`src/rtl/port_change_irq_pkg.sv`:
```
// Shared defaults for the port change interrupt generator.
package port_change_irq_pkg;
    parameter int unsigned PIN_W_DEF = 8;
    parameter int unsigned SYNC_STAGES_DEF = 2;
endpackage

```
`src/rtl/pci_sync.sv`:
```
// Multi-stage synchroniser for the raw pin levels.
// Assumes: pins are asynchronous and static levels; each stage resets to ones
// so idle-high pins do not look like a change after reset.
module pci_sync #(
    parameter int unsigned PIN_W  = 8,
    parameter int unsigned STAGES = 2
) (
    input  logic             clk_i,
    input  logic             rst_ni,
    input  logic [PIN_W-1:0] raw_i,
    output logic [PIN_W-1:0] sync_o
);
    logic [PIN_W-1:0] stage_q [STAGES];

    for (genvar s = 0; s < STAGES; s++) begin : g_stage
        if (s == 0) begin : g_first
            // first stage captures the asynchronous pins
            always_ff @(posedge clk_i) begin
                if (!rst_ni) stage_q[s] <= '1;
                else         stage_q[s] <= raw_i;
            end
        end else begin : g_next
            // later stages pass the value along the chain
            always_ff @(posedge clk_i) begin
                if (!rst_ni) stage_q[s] <= '1;
                else         stage_q[s] <= stage_q[s-1];
            end
        end
    end

    assign sync_o = stage_q[STAGES-1];
endmodule

```
`src/rtl/pci_snapshot.sv`:
```
// Reference image of the port, captured on a completed read or write.
// Assumes: strobes are one cycle wide and synchronous to clk_i.
module pci_snapshot #(
    parameter int unsigned PIN_W = 8
) (
    input  logic             clk_i,
    input  logic             rst_ni,
    input  logic             load_i,
    input  logic [PIN_W-1:0] sync_i,
    output logic [PIN_W-1:0] snap_o
);
    logic [PIN_W-1:0] snap_q;

    // hold the reference; reload it from the synchronised pins on a strobe
    always_ff @(posedge clk_i) begin
        if (!rst_ni)     snap_q <= '1;
        else if (load_i) snap_q <= sync_i;
    end

    assign snap_o = snap_q;
endmodule

```
`src/rtl/pci_irq_reg.sv`:
```
// Level comparison of the pins against the reference, with a registered output.
// Assumes: clear_i coincides with the reference reload, so a forced-inactive
// cycle covers the window in which the reference is updated.
module pci_irq_reg #(
    parameter int unsigned PIN_W = 8
) (
    input  logic             clk_i,
    input  logic             rst_ni,
    input  logic             clear_i,
    input  logic [PIN_W-1:0] sync_i,
    input  logic [PIN_W-1:0] snap_i,
    output logic             irq_o
);
    logic differ;
    logic irq_q;

    // any bit that disagrees with the reference is a pending change
    always_comb differ = |(sync_i ^ snap_i);

    // register the request so the pad driver never sees a glitch
    always_ff @(posedge clk_i) begin
        if (!rst_ni)      irq_q <= 1'b0;
        else if (clear_i) irq_q <= 1'b0;
        else              irq_q <= differ;
    end

    assign irq_o = irq_q;
endmodule

```
`src/rtl/port_change_irq.sv`:
```
// Top: synchroniser, reference image and registered comparison.
// Assumes: rd_done_i / wr_done_i come from the bus logic in the clk_i domain.
module port_change_irq
    import port_change_irq_pkg::*;
#(
    parameter int unsigned PIN_W       = PIN_W_DEF,
    parameter int unsigned SYNC_STAGES = SYNC_STAGES_DEF
) (
    input  logic             clk_i,
    input  logic             rst_ni,
    input  logic [PIN_W-1:0] pins_i,
    input  logic             rd_done_i,
    input  logic             wr_done_i,
    output logic             irq_pull_o
);
    logic [PIN_W-1:0] pin_sync;
    logic [PIN_W-1:0] snap_q;
    logic             access;

    // either completed access refreshes the reference and clears the request
    always_comb access = rd_done_i | wr_done_i;

    pci_sync #(.PIN_W(PIN_W), .STAGES(SYNC_STAGES)) u_sync (
        .clk_i  (clk_i),
        .rst_ni (rst_ni),
        .raw_i  (pins_i),
        .sync_o (pin_sync)
    );

    pci_snapshot #(.PIN_W(PIN_W)) u_snap (
        .clk_i  (clk_i),
        .rst_ni (rst_ni),
        .load_i (access),
        .sync_i (pin_sync),
        .snap_o (snap_q)
    );

    pci_irq_reg #(.PIN_W(PIN_W)) u_irq (
        .clk_i   (clk_i),
        .rst_ni  (rst_ni),
        .clear_i (access),
        .sync_i  (pin_sync),
        .snap_i  (snap_q),
        .irq_o   (irq_pull_o)
    );
endmodule

```
`config.mk`:
```
export PLATFORM = sky130hd
export DESIGN_NAME = port_change_irq
export DESIGN_NICKNAME = d
export VERILOG_FILES = /design/src/rtl/port_change_irq_pkg.sv /design/src/rtl/pci_sync.sv /design/src/rtl/pci_snapshot.sv /design/src/rtl/pci_irq_reg.sv /design/src/rtl/port_change_irq.sv
export SDC_FILE = /design/constraint.sdc
export NUM_CORES = 1
export LEC_CHECK = 0
export ABC_AREA = 1
export BUFFER_PORTS_ARGS = -buffer_cell sky130_fd_sc_hd__buf_4
export CORE_MARGIN = 3
export CORE_UTILIZATION = 35
export DETAILED_ROUTE_END_ITERATION = 10
export GPL_TIMING_DRIVEN = 0
export PLACE_DENSITY = 0.62
export SYNTH_ARGS = -nofsm -noshare
export SYNTH_HDL_FRONTEND = slang
export SYNTH_SLANG_ARGS = --single-unit
```
`constraint.sdc`:
```
create_clock -name clk_i -period 2.1 [get_ports clk_i]
set_input_delay 0.21 -clock clk_i [delete_from_list [all_inputs] [get_ports clk_i]]
set_output_delay 0.21 -clock clk_i [all_outputs]
set_load 0.05 [all_outputs]
```
==> metrics.yaml <==
grt:
  grt_max_degree: 15
  grt_pass1_wl_um: 2680
  grt.overflow.total: 0
  grt_antenna_before_repair: 0
  grt_pass1_vias: 669
  grt_util_all_layers_pct: 10.7
placement:
  place_ws_ns: 1.15
  portBuffers: 11
  gp_congestion: 0.722
  hpwl_um: 1120
clock_tree:
  path_clk_slew_ns: 0.13
  cts_setup_buffers: 0
  numCtsBuffers: 3
  cts_max_level: 1
  cts_tree: "done"
  root_buffer: "clkbuf_4"
  clockBufferDepth: 2
  hold_buffers: 0
  insertion_delay_ns: 0.32
  cts_resized: 0
  cts_sinks: 25
finish:
  nets: 155
  layout_common_cells: "nand2_1 (48), inv_1 (31), dfxtp_1 (25)"
  drive_gt1_share_pct: 14.8
  antenna_cells: 0
  areaGrowthSynthToFinish_pct: 15.8
  final_common_cell: "nand2_1"
routing:
  dr_wl_met3_um: 56
  routed_via_density: 4.15
  dr.pass1.iters: 4
  vias: 713
  routedWlPerCell_um: 8.60
  ant_nets: 0
  drc: 0
  routedLengthMet1_um: 661
  wl_met2_um: 715
  highest_layer: "met4"
  drt-initial-drc-count: 6
  wl_um: 1480
min_path:
  hp-class: "input pin to flip-flop"
logic_synthesis:
  synth_top_area_cell: "dfxtp_1"
  synth.top_cells.by_area: "dfxtp_1 (53%), nand2_1 (19%), inv_1 (12%)"
  syn_area_per_cell_um2: 7.37
  ys_seq_elements: 25
  synth_top_cell_area_share_pct: 53.5
  yosysUniqueCellTypes: 12
  netlist_area_um2: 936
  syn_nets: 139
  syn_inst: 127
  ys_warn_count: 0
  synth-seq-area-share_pct: 53.5
floorplan:
  fp.dieH_um: 57.7
  die_x_um: 57.7
  rows: 18
  core_mm2: 0.00250
  ios: 13
  dieArea_mm2: 0.00333
  start_util_pct: 37.4
sta:
  fin_setup_tns_ns: 0
  setup_viol: 0
  tightest_slew_ns: 0.203
  fin_crit_ns: 1.05
  hold_viol: 0
  rsz0062_at_grt: "no"
  post-route-period-util_pct: 49.9
  relSlewSlack_pct: 86.4
  slew_viol_final: 0
  fin_skew_ns: 0.00665
  max_freq_mhz: 953
  timing.final.ws_setup_ns: 1.05
critical_path:
  max_stage_delay_ns: 0.33
  arrival_ns: 0.84
  start_kind: "flip-flop"
  critPathCaptureType: "primary output"
  path_buf_inv: 1
  crit_fanout: 1
  worstPathRequired_ns: 1.89
  crit_slowest_cell: "dfxtp_1"
  cp_top_family: "flip-flops"
  critPathKind: "flip-flop to primary output"
  cp_cell_sequence: "buf_4"
pwr:
  switchingPower_uw: 200
  pwr-share-clk_pct: 26.4
  leakagePower_uw: 0.000673
  switching_share_pct: 24.7
  seqPwrFrac_pct: 63.0
  ir_worst_vdd_mv: 0.391
  internal_power_uw: 609
  power.density_mw_per_mm2: 746
  pwr-share-comb_pct: 10.6
job:
  cap_violations: 0
run_status:
  status: "finished, final reports clean"
[area by class of cell]
cell class	count	area [um^2]
repair buffers	11	82.6
clock buffers	3	22.5
clock inverters	1	5.00
inverters	31	116
flip-flops and latches	25	500
well taps	30	37.5
fillers	268	1420
plain buffers	4	28.8
multi-input cells	67	290
[power groups by stage]
stage	Sequential, uW	Combinational (uW)	Clock (uW)
global placement	519	83.9	0
global route	513	100	242
floorplan	521	55.2	0
detailed placement	520	86.9	0
CTS	510	87.2	225
finish	509	85.7	213
[synth_stat cells]
cell,number
nor2_1,8
o211ai_1,7
buf_4,1
o21ai_0,1
dfxtp_1,25
buf_2,2
inv_1,31
nand2_2,1
nor2_4,1
nand2_1,48
buf_6,1
nand3_1,1
[metrics by stage]
step | power (uW) | utilization, % | hold slack, ns | instance area, um^2 | instances
global route | 855 | 43.3 | 0.0319 | 1080 | 172
global placement | 602 | 42.2 | 0.378 | 1060 | 168
finish | 808 | 43.3 | 0.0462 | 1080 | 172
detailed placement | 607 | 42.2 | 0.384 | 1060 | 168
CTS | 822 | 43.3 | 0.0347 | 1080 | 172
floorplan | 576 | - | 0.295 | 936 | 127
[kinds of logic after synthesis]
| logic type | after synthesis | share of synthesized area [%] |
|---|---|---|
| compound gates | 8 | 6.15 |
| flops | 25 | 53.5 |
| simple gates | 59 | 24.9 |
| buf+inv | 35 | 15.5 |
[registers in the layout (all words and copies together), names as in the netlist]
| signal | cells |
|---|---|
| u_sync.stage_q | 16 |
| u_irq.irq_o | 1 |
| u_snap.snap_o | 8 |
[routing by layer]
layer  vias to the layer above  track usage, %
met5                         -               0
met4                         0            7.95
met3                         6            2.67
met2                        14            19.2
met1                       300            10.6
li1                        393               -
[final timing paths]
kind | startpoint | cells past startpoint | slack, ns | to
min reg2reg | u_sync.stage_q[0][4]$_SDFF_PN1_ | 2 | 0.42 | u_sync.stage_q[1][4]$_SDFF_PN1_
min | pins_i[3] | 3 | 0.05 | u_sync.stage_q[0][3]$_SDFF_PN1_
max reg2reg | u_snap.snap_o[4]$_SDFFE_PN1P_ | 7 | 1.21 | u_irq.irq_o$_SDFF_PP0_
max | u_irq.irq_o$_SDFF_PP0_ | 1 | 1.05 | irq_pull_o
(Power assumes the default switching activity.)
